## config.mk

```make
export PLATFORM = sky130hd
export DESIGN_NAME = lock_key_top
export DESIGN_NICKNAME = d
export VERILOG_FILES = /design/src/rtl/lock_key_pkg.sv /design/src/rtl/lock_lane_dec.sv /design/src/rtl/lock_key_seq.sv /design/src/rtl/lock_cfg_gate.sv /design/src/rtl/lock_key_top.sv
export SDC_FILE = /design/constraint.sdc
export NUM_CORES = 1
export LEC_CHECK = 0
export CORE_ASPECT_RATIO = 1.75
export CORE_MARGIN = 4
export CORE_UTILIZATION = 38
export DETAILED_ROUTE_END_ITERATION = 12
export DONT_BUFFER_PORTS = 1
export GPL_TIMING_DRIVEN = 0
export SLEW_MARGIN = 20
export SYNTH_ARGS = -nofsm -noshare
export SYNTH_HDL_FRONTEND = slang
export SYNTH_SLANG_ARGS = --single-unit
```

## constraint.sdc

```tcl
create_clock -name clk -period 3.1 [get_ports clk]
set_clock_uncertainty 0.1 [all_clocks]
set_input_delay 0.465 -clock clk [delete_from_list [all_inputs] [get_ports clk]]
set_output_delay 0.465 -clock clk [all_outputs]
set_load 0.05 [all_outputs]
```

## src/rtl/lock_key_pkg.sv

```systemverilog
package lock_key_pkg;

   localparam int BUS_W   = 32;
   localparam int LANES   = BUS_W / 8;
   localparam int KEY_BIT = 16;
   localparam int MAX_PINS = 16;

   typedef enum logic [1:0] {
      ACC_BYTE = 2'b00,
      ACC_HALF = 2'b01,
      ACC_WORD = 2'b10,
      ACC_NONE = 2'b11
   } acc_size_e;

   typedef enum logic [1:0] {
      SEQ_IDLE    = 2'b00,
      SEQ_SAW_SET = 2'b01,
      SEQ_SAW_CLR = 2'b10
   } seq_state_e;

endpackage

```

## src/rtl/lock_lane_dec.sv

```systemverilog
module lock_lane_dec
   import lock_key_pkg::*;
(
   input  logic [1:0]       size,
   input  logic [1:0]       byte_off,
   output logic [LANES-1:0] lanes,
   output logic             is_word
);

   always_comb begin
      lanes   = '0;
      is_word = 1'b0;
      case (acc_size_e'(size))
         ACC_BYTE: lanes[byte_off] = 1'b1;
         ACC_HALF: lanes = byte_off[1] ? 4'b1100 : 4'b0011;
         ACC_WORD: begin
            lanes   = 4'b1111;
            is_word = 1'b1;
         end
         default: lanes = '0;
      endcase
   end

endmodule

```

## src/rtl/lock_key_seq.sv

```systemverilog
module lock_key_seq
   import lock_key_pkg::*;
#(
   parameter int PINS = 16
) (
   input  logic             clk,
   input  logic             rst_n,
   input  logic             wr_hit,
   input  logic             is_word,
   input  logic [LANES-1:0] lanes,
   input  logic [KEY_BIT:0] wdata,
   output logic [PINS-1:0]  mask_q,
   output logic             armed_q
);

   seq_state_e      st_q, st_d;
   logic            arm_d;
   logic [PINS-1:0] bit_en, mask_d;
   logic            key, same_mask, open_wr;
   logic            unused_in;

   assign unused_in = ^{lanes, wdata};
   assign key       = wdata[KEY_BIT];
   assign same_mask = (wdata[PINS-1:0] == mask_q);
   assign open_wr   = wr_hit && !armed_q;

   for (genvar i = 0; i < PINS; i++) begin : g_bit_en
      assign bit_en[i] = lanes[i/8];
   end

   always_comb begin
      for (int i = 0; i < PINS; i++)
         mask_d[i] = (open_wr && bit_en[i]) ? wdata[i] : mask_q[i];
   end

   always_comb begin
      st_d  = st_q;
      arm_d = 1'b0;
      if (open_wr) begin
         case (st_q)
            SEQ_IDLE:    if (is_word && key) st_d = SEQ_SAW_SET;
            SEQ_SAW_SET: st_d = (is_word && !key && same_mask) ? SEQ_SAW_CLR : SEQ_IDLE;
            SEQ_SAW_CLR: begin
               st_d  = SEQ_IDLE;
               arm_d = is_word && key && same_mask;
            end
            default:     st_d = SEQ_IDLE;
         endcase
      end
   end

   always_ff @(posedge clk or negedge rst_n) begin
      if (!rst_n) begin
         st_q    <= SEQ_IDLE;
         armed_q <= 1'b0;
         mask_q  <= '0;
      end else begin
         st_q    <= st_d;
         armed_q <= armed_q | arm_d;
         mask_q  <= mask_d;
      end
   end

endmodule

```

## src/rtl/lock_cfg_gate.sv

```systemverilog
module lock_cfg_gate
   import lock_key_pkg::*;
#(
   parameter int                PINS      = 16,
   parameter int                ADDR_W    = 8,
   parameter logic [ADDR_W-1:0] OFF_MODE  = 'h00,
   parameter logic [ADDR_W-1:0] OFF_OTYPE = 'h04,
   parameter logic [ADDR_W-1:0] OFF_SPEED = 'h08,
   parameter logic [ADDR_W-1:0] OFF_PULL  = 'h0C,
   parameter logic [ADDR_W-1:0] OFF_AFL   = 'h20,
   parameter logic [ADDR_W-1:0] OFF_AFH   = 'h24
) (
   input  logic              wr_en,
   input  logic [ADDR_W-3:0] addr_word,
   input  logic [LANES-1:0]  lanes,
   input  logic [PINS-1:0]   frozen,
   output logic [BUS_W-1:0]  cfg_we
);

   logic [MAX_PINS-1:0] fz;
   logic sel_two, sel_ot, sel_afl, sel_afh;

   always_comb begin
      fz = '0;
      fz[PINS-1:0] = frozen;
   end

   assign sel_two = (addr_word == OFF_MODE[ADDR_W-1:2]) ||
                    (addr_word == OFF_SPEED[ADDR_W-1:2]) ||
                    (addr_word == OFF_PULL[ADDR_W-1:2]);
   assign sel_ot  = (addr_word == OFF_OTYPE[ADDR_W-1:2]);
   assign sel_afl = (addr_word == OFF_AFL[ADDR_W-1:2]);
   assign sel_afh = (addr_word == OFF_AFH[ADDR_W-1:2]);

   for (genvar b = 0; b < BUS_W; b++) begin : g_bit
      logic ot_open;
      if (b < MAX_PINS) begin : g_ot
         assign ot_open = ~fz[b];
      end else begin : g_ot_rsvd
         assign ot_open = 1'b0;
      end
      assign cfg_we[b] = wr_en & lanes[b/8] &
                         ((sel_two & ~fz[b/2]) |
                          (sel_ot  & ot_open)  |
                          (sel_afl & ~fz[b/4]) |
                          (sel_afh & ~fz[b/4 + 8]));
   end

endmodule

```

## src/rtl/lock_key_top.sv

```systemverilog
module lock_key_top
   import lock_key_pkg::*;
#(
   parameter int                PINS      = 16,
   parameter int                ADDR_W    = 8,
   parameter logic [ADDR_W-1:0] OFF_MODE  = 'h00,
   parameter logic [ADDR_W-1:0] OFF_OTYPE = 'h04,
   parameter logic [ADDR_W-1:0] OFF_SPEED = 'h08,
   parameter logic [ADDR_W-1:0] OFF_PULL  = 'h0C,
   parameter logic [ADDR_W-1:0] OFF_LOCK  = 'h1C,
   parameter logic [ADDR_W-1:0] OFF_AFL   = 'h20,
   parameter logic [ADDR_W-1:0] OFF_AFH   = 'h24
) (
   input  logic              clk,
   input  logic              rst_n,
   input  logic [ADDR_W-1:0] bus_addr,
   input  logic              bus_wr,
   input  logic              bus_rd,
   input  logic [1:0]        bus_size,
   input  logic [31:0]       bus_wdata,
   output logic [31:0]       lock_rdata,
   output logic [PINS-1:0]   frozen_mask,
   output logic [31:0]       cfg_wr_bits
);

   if (PINS < 1 || PINS > MAX_PINS) begin : g_bad_pins
      $error("lock_key_top: PINS must lie in 1..16");
   end
   if (ADDR_W < 6) begin : g_bad_addr
      $error("lock_key_top: ADDR_W too small for the register offsets");
   end

   logic [LANES-1:0] lanes;
   logic             is_word, hit_lock, key_armed;
   logic [PINS-1:0]  key_mask;
   logic             unused_wd;

   assign unused_wd = ^bus_wdata[BUS_W-1:KEY_BIT+1];
   assign hit_lock  = (bus_addr[ADDR_W-1:2] == OFF_LOCK[ADDR_W-1:2]);

   lock_lane_dec u_lanes (
      .size     (bus_size),
      .byte_off (bus_addr[1:0]),
      .lanes    (lanes),
      .is_word  (is_word)
   );

   lock_key_seq #(.PINS(PINS)) u_seq (
      .clk     (clk),
      .rst_n   (rst_n),
      .wr_hit  (bus_wr && hit_lock),
      .is_word (is_word),
      .lanes   (lanes),
      .wdata   (bus_wdata[KEY_BIT:0]),
      .mask_q  (key_mask),
      .armed_q (key_armed)
   );

   lock_cfg_gate #(
      .PINS(PINS), .ADDR_W(ADDR_W),
      .OFF_MODE(OFF_MODE), .OFF_OTYPE(OFF_OTYPE), .OFF_SPEED(OFF_SPEED),
      .OFF_PULL(OFF_PULL), .OFF_AFL(OFF_AFL), .OFF_AFH(OFF_AFH)
   ) u_gate (
      .wr_en     (bus_wr),
      .addr_word (bus_addr[ADDR_W-1:2]),
      .lanes     (lanes),
      .frozen    (frozen_mask),
      .cfg_we    (cfg_wr_bits)
   );

   always_comb begin
      frozen_mask = key_armed ? key_mask : '0;
   end

   always_comb begin
      lock_rdata = '0;
      if (bus_rd && hit_lock) begin
         lock_rdata[KEY_BIT]    = key_armed;
         lock_rdata[PINS-1:0]   = key_mask;
      end
   end

endmodule

```

==> report_table.html, run 1 <==
<table>
<tr><th>Metric</th><th>Value</th></tr>
<tr><th colspan="2">Status</th></tr>
<tr><td>Run status</td><td>complete, no violations</td></tr>
<tr><th colspan="2">Route</th></tr>
<tr><td>Met3 WL post-DR</td><td>~490 um</td></tr>
<tr><td>Ratio of routed vias to standard cells</td><td>between 5 and 6</td></tr>
<tr><td>Post-route antenna net violation count</td><td>0</td></tr>
<tr><td>DRC Markers</td><td>0</td></tr>
<tr><td>Total wire length</td><td>about 6.0 mm</td></tr>
<tr><td>Vias post-DR</td><td>roughly 1800</td></tr>
<tr><td>Highest signal layer in the routed design</td><td>met4</td></tr>
<tr><td>Number of DRC violations after detailed-routing iteration 0</td><td>slightly above 40</td></tr>
<tr><td>DRT met1 WL</td><td>just over 2 mm</td></tr>
<tr><td>Routed wire length on met2</td><td>3.26 mm</td></tr>
<tr><td>Pre-Repair DR Iteration Count</td><td>4</td></tr>
<tr><td>Average routed wire per standard cell</td><td>18.7 um</td></tr>
<tr><th colspan="2">STA</th></tr>
<tr><td>Minimum clock period after layout</td><td>2.98 ns</td></tr>
<tr><td>Final Slew Violations</td><td>0</td></tr>
<tr><td>Aggregate negative setup slack</td><td>0 ns</td></tr>
<tr><td>Final number of setup-violating endpoints</td><td>0</td></tr>
<tr><td>Maximum clock rate</td><td>between 0.3 and 0.4 GHz</td></tr>
<tr><td>Worst Slack Setup Final</td><td>approximately 0.12 ns</td></tr>
<tr><td>Final critical-path share of the clock period</td><td>96.1%</td></tr>
<tr><td>Count of final hold-check violations</td><td>0</td></tr>
<tr><td>Unrepaired setup endpoints after global routing</td><td>no</td></tr>
<tr><td>Worst slew pin tran</td><td>1.13 ns</td></tr>
<tr><td>Slew HR</td><td>between 20% and 30%</td></tr>
<tr><th colspan="2">Synth</th></tr>
<tr><td>Library cells used by synthesis</td><td>34</td></tr>
<tr><td>Post-synth ARST share</td><td>100%</td></tr>
<tr><td>Area fraction of the dominant cell type after synthesis</td><td>between 20 and 25%</td></tr>
<tr><td>Proportion of synthesized chip area in sequential cells</td><td>between 20% and 30%</td></tr>
<tr><td>Netlist Area Pre-Place</td><td>between 1500 and 2000 um2</td></tr>
<tr><td>Gate count of the mapped netlist</td><td>~250</td></tr>
<tr><td>Cell types occupying the most area after synthesis</td><td>sky130_fd_sc_hd__dfrtp_1 (25%), sky130_fd_sc_hd__mux2_2 (9.4%), sky130_fd_sc_hd__buf_4 (9.0%)</td></tr>
<tr><td>Prevailing post-synth register cell</td><td>sky130_fd_sc_hd__dfrtp_1</td></tr>
<tr><td>Synth area leader</td><td>sky130_fd_sc_hd__dfrtp_1</td></tr>
<tr><td>Average footprint of a synthesized cell</td><td>~7.7 um2</td></tr>
<tr><td>Flip-flop and latch count after synthesis</td><td>19</td></tr>
<tr><td>Number of synthesized flops with an enable pin</td><td>0</td></tr>
<tr><td>Number of warnings reported in the yosys synthesis log</td><td>0</td></tr>
<tr><th colspan="2">Finish</th></tr>
<tr><td>Number of fill cells</td><td>535</td></tr>
<tr><td>Area Growth Syn to Fin</td><td>13.8%</td></tr>
<tr><td>Number of nets in the layout</td><td>317</td></tr>
<tr><td>Multi-input gate area in the final layout</td><td>between 1000 and 1500 um2</td></tr>
<tr><td>Register area</td><td>475 um2</td></tr>
<tr><td>Layout cell share with drive strength beyond 1</td><td>between 20% and 30%</td></tr>
<tr><td>Antenna cells</td><td>0</td></tr>
<tr><th colspan="2">Run</th></tr>
<tr><td>Max-cap violations</td><td>0</td></tr>
<tr><th colspan="2">Worst setup path</th></tr>
<tr><td>Type of the worst setup path</td><td>reg2out</td></tr>
<tr><td>Logic depth of the worst path, buffers included</td><td>6</td></tr>
<tr><td>Cell count of the worst reg-to-reg path</td><td>5</td></tr>
<tr><td>Critical Path Slowest Stage Cell</td><td>sky130_fd_sc_hd__a21oi_1</td></tr>
<tr><td>Category of the worst setup path launch point</td><td>register</td></tr>
<tr><td>List of cells traversed by the critical path</td><td>clkbuf_1 &gt; nand2_1 &gt; inv_1 &gt; nor3_1 &gt; o21ai_0 &gt; a21oi_1</td></tr>
<tr><td>Endpoint class of the critical path</td><td>output port</td></tr>
<tr><td>Maximum fanout count along the critical path</td><td>7</td></tr>
<tr><td>Delay-heaviest family, CP</td><td>compound AO/OA/AOI/OAI gates</td></tr>
<tr><td>Sum of buffers and inverters on the critical path</td><td>2</td></tr>
<tr><td>Worst Path Required</td><td>2.53 ns</td></tr>
<tr><td>Longest individual stage delay on the worst path</td><td>roughly 0.88 ns</td></tr>
<tr><td>Worst path arrival time</td><td>around 2.4 ns</td></tr>
<tr><th colspan="2">Floorplan</th></tr>
<tr><td>Initial Utilization</td><td>39.0%</td></tr>
<tr><td>Number of ports placed on the die boundary</td><td>between 100 and 150</td></tr>
<tr><td>Core Area</td><td>4930 um2</td></tr>
<tr><td>Die width</td><td>~62 um</td></tr>
<tr><td>Die Height</td><td>102 um</td></tr>
<tr><td>Floorplan die area</td><td>~6300 um2</td></tr>
<tr><td>Rows</td><td>34</td></tr>
<tr><th colspan="2">Place</th></tr>
<tr><td>HPWL after detailed placement</td><td>5.08 mm</td></tr>
<tr><td>Routability congestion estimate from global placement</td><td>~0.83</td></tr>
<tr><td>Placement Setup Slack</td><td>0.0996 ns</td></tr>
<tr><td>Count of input and output buffers</td><td>0</td></tr>
<tr><th colspan="2">Clocking</th></tr>
<tr><td>TritonCTS buffer count</td><td>3</td></tr>
<tr><td>CTS sink cnt</td><td>19</td></tr>
<tr><td>Number of H-tree levels</td><td>1</td></tr>
<tr><td>TritonCTS clock tree</td><td>built</td></tr>
<tr><td>Clock latency of the later-clocked register in the worst-skew pair</td><td>0.25 ns</td></tr>
<tr><td>CTS max path bufs</td><td>2</td></tr>
<tr><td>Root buffer cell</td><td>sky130_fd_sc_hd__clkbuf_8</td></tr>
<tr><td>Clock slew at reported path FFs</td><td>0.07 ns</td></tr>
<tr><th colspan="2">Worst hold path</th></tr>
<tr><td>Worst min path class</td><td>in2reg</td></tr>
<tr><td>Hold path depth</td><td>1</td></tr>
<tr><th colspan="2">Global route</th></tr>
<tr><td>Congestion Overflow GR</td><td>0</td></tr>
<tr><td>Number of global-route vias before repair</td><td>~1800</td></tr>
<tr><td>Maximum number of pins on one net before global-route repair</td><td>20</td></tr>
<tr><td>Antenna violations before repair</td><td>0</td></tr>
<tr><td>First-pass GRT wire length</td><td>8.76 mm</td></tr>
<tr><td>Global Route Usage Sum</td><td>between 10% and 20%</td></tr>
<tr><th colspan="2">Power and ir drop</th></tr>
<tr><td>Total Power Consumption</td><td>~660 uW</td></tr>
<tr><td>P per Cell Area</td><td>roughly 300 nW/um2</td></tr>
<tr><td>Worst vdd ir</td><td>approximately 0.00033 V</td></tr>
<tr><td>Standby leakage power</td><td>slightly below 0.001 uW</td></tr>
</table>
==> logic make-up after synthesis <==
| group | synth area share (%) |
|---|---|
| simple gates | 23.2 |
| other cells | 0.195 |
| xor+xnor | 7.29 |
| mux | 9.89 |
| compound gates | 19.6 |
| flops | 24.7 |
| buf+inv | 15.0 |
==> cells in the final DEF, fill, tap and decap left out <==
master	instances
sky130_fd_sc_hd__mux2_2	16
sky130_fd_sc_hd__buf_4	23
sky130_fd_sc_hd__and3_1	1
sky130_fd_sc_hd__buf_2	3
sky130_fd_sc_hd__nor4_1	1
sky130_fd_sc_hd__nor2_1	3
sky130_fd_sc_hd__nand2_1	31
sky130_fd_sc_hd__nand4b_2	1
sky130_fd_sc_hd__nand3_1	9
sky130_fd_sc_hd__o211ai_1	10
sky130_fd_sc_hd__xnor2_1	16
sky130_fd_sc_hd__o21a_1	1
sky130_fd_sc_hd__clkbuf_8	3
sky130_fd_sc_hd__o21bai_1	2
sky130_fd_sc_hd__a21oi_4	8
sky130_fd_sc_hd__a32o_1	1
sky130_fd_sc_hd__clkbuf_1	10
sky130_fd_sc_hd__a31oi_1	7
sky130_fd_sc_hd__dlygate4sd3_1	1
sky130_fd_sc_hd__a22o_1	2
sky130_fd_sc_hd__a21oi_1	17
sky130_fd_sc_hd__mux2i_1	1
sky130_fd_sc_hd__a31o_1	1
sky130_fd_sc_hd__or4_4	1
sky130_fd_sc_hd__inv_1	18
sky130_fd_sc_hd__nor3_1	2
sky130_fd_sc_hd__conb_1	15
sky130_fd_sc_hd__nand4_1	4
sky130_fd_sc_hd__o21ai_0	15
sky130_fd_sc_hd__nor4_2	2
sky130_fd_sc_hd__nor2b_1	3
sky130_fd_sc_hd__and2_1	17
sky130_fd_sc_hd__dfrtp_1	19
sky130_fd_sc_hd__and3b_1	1
sky130_fd_sc_hd__nand2b_1	3
sky130_fd_sc_hd__or4_1	1
sky130_fd_sc_hd__nor4b_2	1
==> cell type report <==
| cell class | count | area share (%) |
|---|---|---|
| Inverter | 18 | 3.09 |
| Clock buffer | 4 | 2.06 |
| Timing Repair Buffer | 1 | 0.457 |
| Multi-Input combinational cell | 193 | 59.5 |
| Buffer | 35 | 10.1 |
| Sequential cell | 19 | 21.7 |
| Tap cell | 54 | 3.09 |
==> Yosys cell counts, drive strengths merged (3+ instances only) <==
library cell  count
nor2              3
nand3             9
nor4              3
o21ai            15
mux2             16
nand4             4
and2             17
inv              18
buf              26
dfrtp            19
xnor2            16
a31oi             7
o211ai           10
clkbuf            9
nand2            31
a21oi            25
nand2b            3
nor2b             3
==> power by group <==
group	switching, uW	leakage, uW	internal, uW	total, uW
registers	29.3	0.000260	266	295
clock network	78.7	0.0000228	91.4	170
logic	124	0.000690	65.9	190
==> path summary, 6_finish.rpt <==
check                              start               end  slack [ns]
min reg2reg                u_seq.st_q[1]     u_seq.armed_q        0.44
min                        bus_wdata[11]  u_seq.mask_q[11]        0.25
min in group asynchronous          rst_n   u_seq.mask_q[8]        0.67
max                        u_seq.armed_q    cfg_wr_bits[1]        0.12
max reg2reg                u_seq.armed_q   u_seq.mask_q[6]        1.15
max in group asynchronous          rst_n     u_seq.st_q[0]        1.70
==> through the flow <==
step           hold slack, ns  cells  cell area (um2)  utilization (%)
2_1_floorplan          0.0694    265             2010                -
3_3_place_gp           0.0699    319             2070             42.0
3_5_place_dp           0.0697    319             2070             42.0
4_1_cts                 0.249    324             2130             43.1
5_1_grt                 0.238    324             2190             44.3
6_report                0.254    324             2190             44.3
==> registers in the layout, indices dropped and copies added (netlist names) <==
name and cells:
u_seq.mask_q 16, u_seq.st_q 2, u_seq.armed_q 1
==> layer usage <==
layer | global-route usage, % | vias up
li1 | - | 874
met1 | 18.0 | 873
met2 | 34.6 | 77
met3 | 4.30 | 15
met4 | 9.80 | 0
met5 | 0 | -
==> repair_timing <==
item | CTS | global route
setup endpoints to repair | 0 | 8
hold buffers | 1 | 0
gates resized for setup | 0 | 8
setup buffers | 0 | 0
endpoints found under the hold margin | 19 | 0
Power figures use the tool's default switching activity.
==> run 2: changes to the inputs <==
--- a/config.mk
+++ b/config.mk
@@ -14,4 +14,5 @@
 export SLEW_MARGIN = 20
 export SYNTH_ARGS = -nofsm -noshare
 export SYNTH_HDL_FRONTEND = slang
+export SYNTH_HIERARCHICAL = 1
 export SYNTH_SLANG_ARGS = --single-unit
==> run 2 against run 1 <==
Net effect: the run now ends with negative setup slack left; global-route usage rose by 0.43 points; count of clock-buffer cells in the layout unchanged; cell area is 24% higher; hold slack improved by 0.00096 ns; worst setup slack worse by 0.19 ns; fmax decreased by 5.9%; via count grew 9.4%; synthesized cell count increased by 2.4%; critical path type unchanged; largest power group unchanged.
==> report_table.html, run 2 <==
<table>
<tr><th>Metric</th><th>Value</th></tr>
<tr><th colspan="2">Status</th></tr>
<tr><td>Run status</td><td>finished with violations</td></tr>
<tr><td>Violated checks</td><td>negative setup slack</td></tr>
<tr><th colspan="2">Finish</th></tr>
<tr><td>Area Growth Syn to Fin</td><td>24.3%</td></tr>
<tr><td>Register containing the most flip-flops in the final layout</td><td>u_seq/mask_q</td></tr>
<tr><td>Largest register FFs</td><td>16</td></tr>
<tr><td>Utilization of the core after routing</td><td>48.6%</td></tr>
<tr><td>Antenna cells</td><td>0</td></tr>
<tr><td>Number of fill cells</td><td>roughly 590</td></tr>
<tr><td>Number of nets in the layout</td><td>~340</td></tr>
<tr><td>Multi-input gate area in the final layout</td><td>roughly 1700 um2</td></tr>
<tr><td>Register area</td><td>roughly 480 um2</td></tr>
<tr><td>Most common cell after layout, fill and taps aside</td><td>sky130_fd_sc_hd__buf_4</td></tr>
<tr><td>Layout cell share with drive strength beyond 1</td><td>38.6%</td></tr>
<tr><td>Leading cell types in the layout, fill and taps excluded</td><td>sky130_fd_sc_hd__buf_4 (37), sky130_fd_sc_hd__nand2_1 (25), sky130_fd_sc_hd__dfrtp_1 (19)</td></tr>
<tr><td>Regs by FF count</td><td>u_seq/mask_q (16), u_seq/st_q (2), u_seq/armed_q (1)</td></tr>
<tr><td>Layout Cells excl Fill</td><td>around 370</td></tr>
<tr><th colspan="2">Worst setup path</th></tr>
<tr><td>Category of the worst setup path launch point</td><td>register</td></tr>
<tr><td>Sum of buffers and inverters on the critical path</td><td>2</td></tr>
<tr><td>Maximum fanout count along the critical path</td><td>11</td></tr>
<tr><td>Critical Path Slowest Stage Cell</td><td>sky130_fd_sc_hd__a21oi_1</td></tr>
<tr><td>Worst Path Required</td><td>roughly 2.5 ns</td></tr>
<tr><td>Type of the worst setup path</td><td>reg2out</td></tr>
<tr><td>Cell count of the worst reg-to-reg path</td><td>4</td></tr>
<tr><td>Worst path arrival time</td><td>2.60 ns</td></tr>
<tr><td>Logic depth of the worst path, buffers included</td><td>5</td></tr>
<tr><td>Endpoint class of the critical path</td><td>output port</td></tr>
<tr><td>List of cells traversed by the critical path</td><td>clkbuf_2 &gt; and2_1 &gt; inv_1 &gt; o2111ai_1 &gt; a21oi_1</td></tr>
<tr><td>Longest individual stage delay on the worst path</td><td>0.90 ns</td></tr>
<tr><td>Delay-heaviest family, CP</td><td>compound AO/OA/AOI/OAI gates</td></tr>
<tr><th colspan="2">Worst hold path</th></tr>
<tr><td>Worst min path class</td><td>in2reg</td></tr>
<tr><td>Hold path depth</td><td>1</td></tr>
<tr><th colspan="2">Clocking</th></tr>
<tr><td>Clock slew at reported path FFs</td><td>roughly 0.07 ns</td></tr>
<tr><td>CTS sink cnt</td><td>19</td></tr>
<tr><td>Clock latency of the later-clocked register in the worst-skew pair</td><td>0.25 ns</td></tr>
<tr><td>CTS max path bufs</td><td>2</td></tr>
<tr><td>TritonCTS buffer count</td><td>3</td></tr>
<tr><td>Number of H-tree levels</td><td>1</td></tr>
<tr><td>Root buffer cell</td><td>sky130_fd_sc_hd__clkbuf_8</td></tr>
<tr><td>TritonCTS clock tree</td><td>built</td></tr>
<tr><th colspan="2">Synth</th></tr>
<tr><td>Synth Area in XOR/XNOR</td><td>approximately 6.4%</td></tr>
<tr><td>Synth area leader</td><td>sky130_fd_sc_hd__dfrtp_1</td></tr>
<tr><td>Gate count of the mapped netlist</td><td>~260</td></tr>
<tr><td>Library cells used by synthesis</td><td>40</td></tr>
<tr><td>Netlist Area Pre-Place</td><td>about 2200 um2</td></tr>
<tr><td>Number of warnings reported in the yosys synthesis log</td><td>6</td></tr>
<tr><td>Dominant cell by count in the synthesized netlist</td><td>sky130_fd_sc_hd__nand2_1</td></tr>
<tr><td>Share of synthesized cell area in and, or, nand and nor gates</td><td>a little under a third</td></tr>
<tr><td>Dominant combinational cell family by area after synthesis</td><td>simple AND/OR/NAND/NOR gates</td></tr>
<tr><td>Prevailing post-synth register cell</td><td>sky130_fd_sc_hd__dfrtp_1</td></tr>
<tr><td>Flip-flop and latch count after synthesis</td><td>19</td></tr>
<tr><td>Post-synth ARST share</td><td>100%</td></tr>
<tr><td>Multiplexer share of the synthesized area</td><td>a little over a tenth</td></tr>
<tr><td>Adder and majority gate portion of the synthesized area</td><td>0%</td></tr>
<tr><td>Proportion of synthesized chip area in sequential cells</td><td>21.8%</td></tr>
<tr><td>Average footprint of a synthesized cell</td><td>8.50 um2</td></tr>
<tr><td>Cell types occupying the most area after synthesis</td><td>sky130_fd_sc_hd__dfrtp_1 (22%), sky130_fd_sc_hd__mux2_2 (8.8%), sky130_fd_sc_hd__buf_4 (8.3%)</td></tr>
<tr><td>Synth top cells by count</td><td>sky130_fd_sc_hd__nand2_1 (25), sky130_fd_sc_hd__buf_4 (24), sky130_fd_sc_hd__dfrtp_1 (19)</td></tr>
<tr><td>Number of synthesized flops with an enable pin</td><td>0</td></tr>
<tr><td>Fraction of the mapped netlist area in compound gates</td><td>15.6%</td></tr>
<tr><td>Area fraction of the dominant cell type after synthesis</td><td>21.8%</td></tr>
<tr><th colspan="2">Floorplan</th></tr>
<tr><td>Number of ports placed on the die boundary</td><td>around 130</td></tr>
<tr><td>Die width</td><td>between 60 and 70 um</td></tr>
<tr><td>Die Height</td><td>approximately 110 um</td></tr>
<tr><td>Core Area</td><td>5590 um2</td></tr>
<tr><td>Floorplan die area</td><td>slightly above 7000 um2</td></tr>
<tr><td>Initial Utilization</td><td>39.1%</td></tr>
<tr><td>Rows</td><td>36</td></tr>
<tr><th colspan="2">STA</th></tr>
<tr><td>Slew HR</td><td>about a fifth</td></tr>
<tr><td>Count of final hold-check violations</td><td>0</td></tr>
<tr><td>Final critical-path share of the clock period</td><td>102%</td></tr>
<tr><td>Final Slew Violations</td><td>0</td></tr>
<tr><td>Minimum clock period after layout</td><td>3.16 ns</td></tr>
<tr><td>Final number of setup-violating endpoints</td><td>4</td></tr>
<tr><td>Unrepaired setup endpoints after global routing</td><td>yes</td></tr>
<tr><td>Worst slew pin tran</td><td>about 1.2 ns</td></tr>
<tr><td>Worst Slack Setup Final</td><td>-0.0650 ns</td></tr>
<tr><td>Maximum clock rate</td><td>~0.32 GHz</td></tr>
<tr><th colspan="2">Route</th></tr>
<tr><td>Post-route antenna net violation count</td><td>0</td></tr>
<tr><td>Vias post-DR</td><td>a little over 2000</td></tr>
<tr><td>Number of DRC violations after detailed-routing iteration 0</td><td>60</td></tr>
<tr><td>Average routed wire per standard cell</td><td>~19 um</td></tr>
<tr><td>DRC Markers</td><td>0</td></tr>
<tr><td>Total wire length</td><td>7.06 mm</td></tr>
<tr><td>Ratio of routed vias to standard cells</td><td>roughly 5.4</td></tr>
<tr><td>Pre-Repair DR Iteration Count</td><td>4</td></tr>
<tr><th colspan="2">Global route</th></tr>
<tr><td>Maximum number of pins on one net before global-route repair</td><td>20</td></tr>
<tr><td>First-pass GRT wire length</td><td>between 10 and 15 mm</td></tr>
<tr><td>Congestion Overflow GR</td><td>0</td></tr>
<tr><td>Global Route Usage Sum</td><td>between 10% and 20%</td></tr>
<tr><td>Global routing met3 resource utilization</td><td>around 4.2%</td></tr>
<tr><td>Number of global-route vias before repair</td><td>roughly 2000</td></tr>
<tr><td>Antenna violations before repair</td><td>0</td></tr>
<tr><td>Met2 demand-to-capacity share in global routing</td><td>approximately 40%</td></tr>
<tr><td>Global route hottest layer</td><td>met2</td></tr>
<tr><td>Met1 global-route usage</td><td>17.7%</td></tr>
<tr><th colspan="2">Power and ir drop</th></tr>
<tr><td>P per Cell Area</td><td>249 nW/um2</td></tr>
<tr><td>Standby leakage power</td><td>0.00104 uW</td></tr>
<tr><td>Total Power Consumption</td><td>between 600 and 700 uW</td></tr>
<tr><td>Worst vdd ir</td><td>0.000323 V</td></tr>
<tr><th colspan="2">Run</th></tr>
<tr><td>Max-cap violations</td><td>0</td></tr>
<tr><th colspan="2">Place</th></tr>
<tr><td>Count of input and output buffers</td><td>0</td></tr>
<tr><td>Number of placed instances, taps included</td><td>366</td></tr>
<tr><td>Routability congestion estimate from global placement</td><td>between 0.8 and 0.9</td></tr>
<tr><td>HPWL after detailed placement</td><td>5.89 mm</td></tr>
</table>
[run 2: cell count changes after synthesis, sizes merged, moves of 7 or more]
cell / before / now
nor4: 3 / 19
clkbuf: 9 / 2
o31ai: 0 / 8
a21oi: 25 / 12
nand3b: 0 / 9
inv: 18 / 9
nand3: 9 / 1
a31oi: 7 / 0
buf: 26 / 36
[run 2: worst paths after layout]
kind	end	slack, ns	from
max reg2reg	u_seq/st_q[1]	1.55	u_seq/mask_q[2]
min reg2reg	u_seq/st_q[0]	0.44	u_seq/st_q[0]
min in group asynchronous	u_seq/mask_q[8]	0.69	rst_n
max	cfg_wr_bits[4]	-0.06	u_seq/armed_q
min	u_seq/mask_q[4]	0.26	bus_wdata[4]
max in group asynchronous	u_seq/mask_q[12]	1.66	rst_n
[run 2: metal layers]
metal	wire (um)	vias to the layer above
li1	-	969
met1	2290	961
met2	4210	76
met3	500	6
met4	55	0
met5	0	-
[run 2: repair_timing]
item / in CTS / in global routing
resized for setup: 11 / 8
hold buffers: 1 / 0
setup buffers: 0 / 0
hold endpoints to repair: 19 / 0
setup endpoints to repair: 20 / 11
[run 2: stage by stage]
step           instance area (um2)  hold slack (ns)  setup slack, ns  setup TNS (ns)
2_1_floorplan                 2240           0.0694           -0.159          -0.893
3_3_place_gp                  2330           0.0703           -0.486           -3.66
3_5_place_dp                  2570           0.0703           -0.245          -0.362
4_1_cts                       2660            0.249           -0.107          -0.704
5_1_grt                       2710            0.239           -0.216          -0.830
6_report                      2710            0.255          -0.0650          -0.202
[run 2: cells by family after synthesis]
family | count (synthesis)
AOI/OAI and AO/OA | 52
DFF | 19
and+or+nand+nor | 101
xor gates and xnor gates | 16
muxes | 21
buffers and inverters | 47
other | 1
[run 2: area by class of cell]
class / instances / share of cell area [%]
buffer: 38 / 9.64
sequential: 19 / 17.5
tap: 76 / 3.50
inverter: 9 / 1.24
multi-input combinational: 205 / 61.6
timing repair buffer: 20 / 4.79
clock buffer: 4 / 1.66
[run 2: power breakdown]
part	switching [uW]	internal [uW]	leakage, uW
Combinational	148	75.2	0.000753
Clock	77.4	91.3	0.0000228
Sequential	19.8	264	0.000261
==> run 3: changes to the inputs <==
--- a/config.mk
+++ b/config.mk
@@ -5,6 +5,7 @@
 export SDC_FILE = /design/constraint.sdc
 export NUM_CORES = 1
 export LEC_CHECK = 0
+export ABC_AREA = 1
 export CORE_ASPECT_RATIO = 1.75
 export CORE_MARGIN = 4
 export CORE_UTILIZATION = 38
==> run 3 against run 2 <==
Net effect: the run now ends clean; critical endpoint is now cfg_wr_bits[23]; sequential cell count unchanged; first-iteration DRC count rose by 120%; largest power group is now clock; fmax grew 2.7%; critical path type unchanged; wire length rose by 7.8%; global-route usage shrank 0.89 points; final cell count increased by 49%; clock power grew 59%.
==> report_table.html, run 3 <==
<table>
<tr><th>Metric</th><th>Value</th></tr>
<tr><th colspan="2">Place</th></tr>
<tr><td>HPWL after detailed placement</td><td>roughly 6.5 mm</td></tr>
<tr><td>Number of placed instances, taps included</td><td>~550</td></tr>
<tr><td>Routability congestion estimate from global placement</td><td>0.878</td></tr>
<tr><td>Placement Setup Slack</td><td>~0.25 ns</td></tr>
<tr><td>Count of input and output buffers</td><td>0</td></tr>
<tr><td>Instance area after placement</td><td>about 2800 um2</td></tr>
<tr><th colspan="2">Worst setup path</th></tr>
<tr><td>Cell count of the worst reg-to-reg path</td><td>5</td></tr>
<tr><td>List of cells traversed by the critical path</td><td>clkbuf_4 &gt; buf_4 &gt; nand2_1 &gt; clkinvlp_4 &gt; inv_2 &gt; nand3_1 &gt; nand3_1 &gt; nand2_1 &gt; inv_1 &gt; buf_4</td></tr>
<tr><td>Delay-heaviest family, CP</td><td>buffers and inverters</td></tr>
<tr><td>Category of the worst setup path launch point</td><td>register</td></tr>
<tr><td>Logic depth of the worst path, buffers included</td><td>10</td></tr>
<tr><td>Longest individual stage delay on the worst path</td><td>roughly 0.41 ns</td></tr>
<tr><td>Worst path arrival time</td><td>between 2 and 3 ns</td></tr>
<tr><td>Worst Path Required</td><td>around 2.5 ns</td></tr>
<tr><td>Launching point of the worst reg2reg path</td><td>u_seq/armed_q</td></tr>
<tr><td>Flop-to-flop setup slack</td><td>around 1.8 ns</td></tr>
<tr><td>Endpoint class of the critical path</td><td>output port</td></tr>
<tr><td>Critical Path Slowest Stage Cell</td><td>sky130_fd_sc_hd__dfrtp_1</td></tr>
<tr><td>Type of the worst setup path</td><td>reg2out</td></tr>
<tr><td>Sum of buffers and inverters on the critical path</td><td>6</td></tr>
<tr><td>Maximum fanout count along the critical path</td><td>10</td></tr>
<tr><td>Critical R2R Capture</td><td>u_seq/mask_q[0]</td></tr>
<tr><th colspan="2">Floorplan</th></tr>
<tr><td>Die Height</td><td>roughly 120 um</td></tr>
<tr><td>Die width</td><td>roughly 71 um</td></tr>
<tr><td>Number of ports placed on the die boundary</td><td>between 100 and 150</td></tr>
<tr><td>Initial Utilization</td><td>between 30% and 40%</td></tr>
<tr><td>Core Area</td><td>around 6600 um2</td></tr>
<tr><td>Rows</td><td>39</td></tr>
<tr><td>Floorplan die area</td><td>approximately 8300 um2</td></tr>
<tr><th colspan="2">Global route</th></tr>
<tr><td>First-pass GRT wire length</td><td>about 12 mm</td></tr>
<tr><td>Number of global-route vias before repair</td><td>about 2500</td></tr>
<tr><td>Congestion Overflow GR</td><td>0</td></tr>
<tr><td>Maximum number of pins on one net before global-route repair</td><td>20</td></tr>
<tr><td>Antenna violations before repair</td><td>0</td></tr>
<tr><td>Global Route Usage Sum</td><td>between 10% and 20%</td></tr>
<tr><th colspan="2">Power and ir drop</th></tr>
<tr><td>Worst vdd ir</td><td>about 0.00022 V</td></tr>
<tr><td>Clock network fraction of total power</td><td>a little under two fifths</td></tr>
<tr><td>Pint</td><td>between 400 and 500 uW</td></tr>
<tr><td>Switching share of total power</td><td>between 30 and 40%</td></tr>
<tr><td>Standby leakage power</td><td>0.00152 uW</td></tr>
<tr><td>Switching power summed over all nets</td><td>approximately 240 uW</td></tr>
<tr><td>Comb pwr share</td><td>27.6%</td></tr>
<tr><td>Portion of total power attributed to sequential cells</td><td>between 30% and 40%</td></tr>
<tr><td>P per Cell Area</td><td>between 200 and 250 nW/um2</td></tr>
<tr><th colspan="2">Synth</th></tr>
<tr><td>Netlist Area Pre-Place</td><td>about 2600 um2</td></tr>
<tr><td>Synth area leader</td><td>sky130_fd_sc_hd__nand2_1</td></tr>
<tr><td>Number of warnings reported in the yosys synthesis log</td><td>6</td></tr>
<tr><td>Library cells used by synthesis</td><td>25</td></tr>
<tr><td>Dominant cell by count in the synthesized netlist</td><td>sky130_fd_sc_hd__nand2_1</td></tr>
<tr><td>Number of synthesized flops with an enable pin</td><td>0</td></tr>
<tr><td>Synth top cells by count</td><td>sky130_fd_sc_hd__nand2_1 (133), sky130_fd_sc_hd__inv_1 (97), sky130_fd_sc_hd__nor2_1 (51)</td></tr>
<tr><td>Proportion of synthesized chip area in sequential cells</td><td>a little under a fifth</td></tr>
<tr><td>Flip-flop and latch count after synthesis</td><td>19</td></tr>
<tr><td>Gate count of the mapped netlist</td><td>451</td></tr>
<tr><td>Prevailing post-synth register cell</td><td>sky130_fd_sc_hd__dfrtp_1</td></tr>
<tr><td>Post-synth ARST share</td><td>100%</td></tr>
<tr><td>Average footprint of a synthesized cell</td><td>5.80 um2</td></tr>
<tr><td>Area fraction of the dominant cell type after synthesis</td><td>a little under a fifth</td></tr>
<tr><td>Cell types occupying the most area after synthesis</td><td>sky130_fd_sc_hd__nand2_1 (19%), sky130_fd_sc_hd__dfrtp_1 (18%), sky130_fd_sc_hd__inv_1 (14%)</td></tr>
<tr><th colspan="2">STA</th></tr>
<tr><td>Worst Slack Setup Final</td><td>0.0180 ns</td></tr>
<tr><td>Worst hold slack across all endpoints</td><td>between 0.2 and 0.3 ns</td></tr>
<tr><td>Final critical-path share of the clock period</td><td>99.4%</td></tr>
<tr><td>Final number of setup-violating endpoints</td><td>0</td></tr>
<tr><td>Unrepaired setup endpoints after global routing</td><td>yes</td></tr>
<tr><td>Count of final hold-check violations</td><td>0</td></tr>
<tr><td>Minimum clock period after layout</td><td>about 3.1 ns</td></tr>
<tr><td>Worst slew pin tran</td><td>about 0.95 ns</td></tr>
<tr><td>Slew HR</td><td>a little over a third</td></tr>
<tr><td>Final Slew Violations</td><td>0</td></tr>
<tr><td>Maximum clock rate</td><td>0.324 GHz</td></tr>
<tr><td>Aggregate negative setup slack</td><td>0 ns</td></tr>
<tr><th colspan="2">Status</th></tr>
<tr><td>Run status</td><td>complete, no violations</td></tr>
<tr><th colspan="2">Route</th></tr>
<tr><td>Total wire length</td><td>~7.6 mm</td></tr>
<tr><td>Vias post-DR</td><td>roughly 2600</td></tr>
<tr><td>Post-route antenna net violation count</td><td>0</td></tr>
<tr><td>Number of DRC violations after detailed-routing iteration 0</td><td>130</td></tr>
<tr><td>Pre-Repair DR Iteration Count</td><td>4</td></tr>
<tr><td>Average routed wire per standard cell</td><td>approximately 14 um</td></tr>
<tr><td>DRC Markers</td><td>0</td></tr>
<tr><td>Ratio of routed vias to standard cells</td><td>between 4 and 5</td></tr>
<tr><th colspan="2">Clocking</th></tr>
<tr><td>Number of H-tree levels</td><td>1</td></tr>
<tr><td>CTS sink cnt</td><td>19</td></tr>
<tr><td>TritonCTS clock tree</td><td>built</td></tr>
<tr><td>CTS max path bufs</td><td>2</td></tr>
<tr><td>Clock slew at reported path FFs</td><td>0.05 ns</td></tr>
<tr><td>Clock latency of the later-clocked register in the worst-skew pair</td><td>0.25 ns</td></tr>
<tr><td>TritonCTS buffer count</td><td>3</td></tr>
<tr><td>Root buffer cell</td><td>sky130_fd_sc_hd__clkbuf_16</td></tr>
<tr><th colspan="2">Worst hold path</th></tr>
<tr><td>Hold path depth</td><td>1</td></tr>
<tr><td>Worst min path class</td><td>in2reg</td></tr>
<tr><td>Startpoint of the tightest hold check path</td><td>bus_wdata[15]</td></tr>
<tr><td>Hold Path Sink</td><td>u_seq/mask_q[15]</td></tr>
<tr><th colspan="2">Finish</th></tr>
<tr><td>Final instance area</td><td>between 2000 and 3000 um2</td></tr>
<tr><td>Layout cell share with drive strength beyond 1</td><td>24.0%</td></tr>
<tr><td>Largest register FFs</td><td>16</td></tr>
<tr><td>Most common cell after layout, fill and taps aside</td><td>sky130_fd_sc_hd__nand2_1</td></tr>
<tr><td>Register area</td><td>roughly 480 um2</td></tr>
<tr><td>Area Growth Syn to Fin</td><td>12.4%</td></tr>
<tr><td>Antenna cells</td><td>0</td></tr>
<tr><td>Layout Cells excl Fill</td><td>~550</td></tr>
<tr><td>Leading cell types in the layout, fill and taps excluded</td><td>sky130_fd_sc_hd__nand2_1 (133), sky130_fd_sc_hd__inv_1 (88), sky130_fd_sc_hd__nor2_1 (36)</td></tr>
<tr><td>Register containing the most flip-flops in the final layout</td><td>u_seq/mask_q</td></tr>
<tr><td>Regs by FF count</td><td>u_seq/mask_q (16), u_seq/st_q (2), u_seq/armed_q (1)</td></tr>
<tr><td>Number of fill cells</td><td>between 700 and 800</td></tr>
<tr><td>Multi-input gate area in the final layout</td><td>between 1500 and 2000 um2</td></tr>
<tr><td>Number of nets in the layout</td><td>between 500 and 600</td></tr>
<tr><th colspan="2">Run</th></tr>
<tr><td>Max-cap violations</td><td>0</td></tr>
</table>
[run 3: cell types whose count changed after synthesis, moves of 18 or more]
cell                      previous run  this run
sky130_fd_sc_hd__inv_1               9        97
sky130_fd_sc_hd__nand2_1            25       133
sky130_fd_sc_hd__nand4_1             8        28
sky130_fd_sc_hd__and2_1             18         0
sky130_fd_sc_hd__nand3_1             1        27
sky130_fd_sc_hd__nor2_1              1        51
[run 3: cell families after synthesis]
| family | count (synthesis) | share of synthesized area (%) |
|---|---|---|
| buffers and inverters | 143 | 27.0 |
| flip-flops | 19 | 18.2 |
| AND/OR/NAND/NOR | 270 | 49.2 |
| other | 1 | 0.143 |
| multiplexers | 2 | 1.15 |
| AO/OA/AOI/OAI | 15 | 4.02 |
| XOR/XNOR | 1 | 0.335 |
[run 3: power by group through the flow]
stage / clock network, uW / registers [uW] / logic [uW]
after floorplan: 0 / 253 / 164
after global placement: 0 / 253 / 183
after detailed placement: 0 / 253 / 185
after CTS: 279 / 249 / 193
after global routing: 283 / 249 / 214
final: 269 / 249 / 197
[run 3: metal layers]
metal / global-route usage, % / routed length, um / vias to the layer above
met4: 8.12 / 229 / 0
met2: 36.3 / 4470 / 97
li1: - / - / 1349
met1: 17.1 / 2420 / 1170
met5: 0 / 0 / -
met3: 3.25 / 486 / 18
[run 3: metrics by stage]
step | total power [uW] | util, %
6_report | 715 | 44.3
5_1_grt | 746 | 44.3
4_1_cts | 720 | 43.2
3_5_place_dp | 438 | 41.7
3_3_place_gp | 437 | 41.7
2_1_floorplan | 418 | -
[run 3: worst max-delay path by stage]
stage	start	endpoint	slack, ns
after detailed placement	u_seq/armed_q	cfg_wr_bits[21]	0.25
final	u_seq/armed_q	cfg_wr_bits[23]	0.02
after floorplan	u_seq/armed_q	cfg_wr_bits[12]	0.53
after global routing	u_seq/armed_q	cfg_wr_bits[23]	-0.11
after CTS	u_seq/armed_q	cfg_wr_bits[21]	-0.03
after global placement	u_seq/armed_q	cfg_wr_bits[23]	0.25
[run 3: layout make-up]
type,instances,share of cell area (%)
flip-flops and latches,19,16.2
repair buffers,1,0.341
plain buffers,38,11.0
inverters,105,14.5
multi-input cells,303,51.9
well taps,82,3.49
clock buffers,4,2.68
[run 3: timing repair]
action                                  in CTS  in global routing
hold buffers                                 1                  0
setup buffers                                0                  0
endpoints found under the hold margin       19                  0
resized for setup                            3                 26
gates cloned                                 0                  0
endpoints found under the setup margin       8                 20
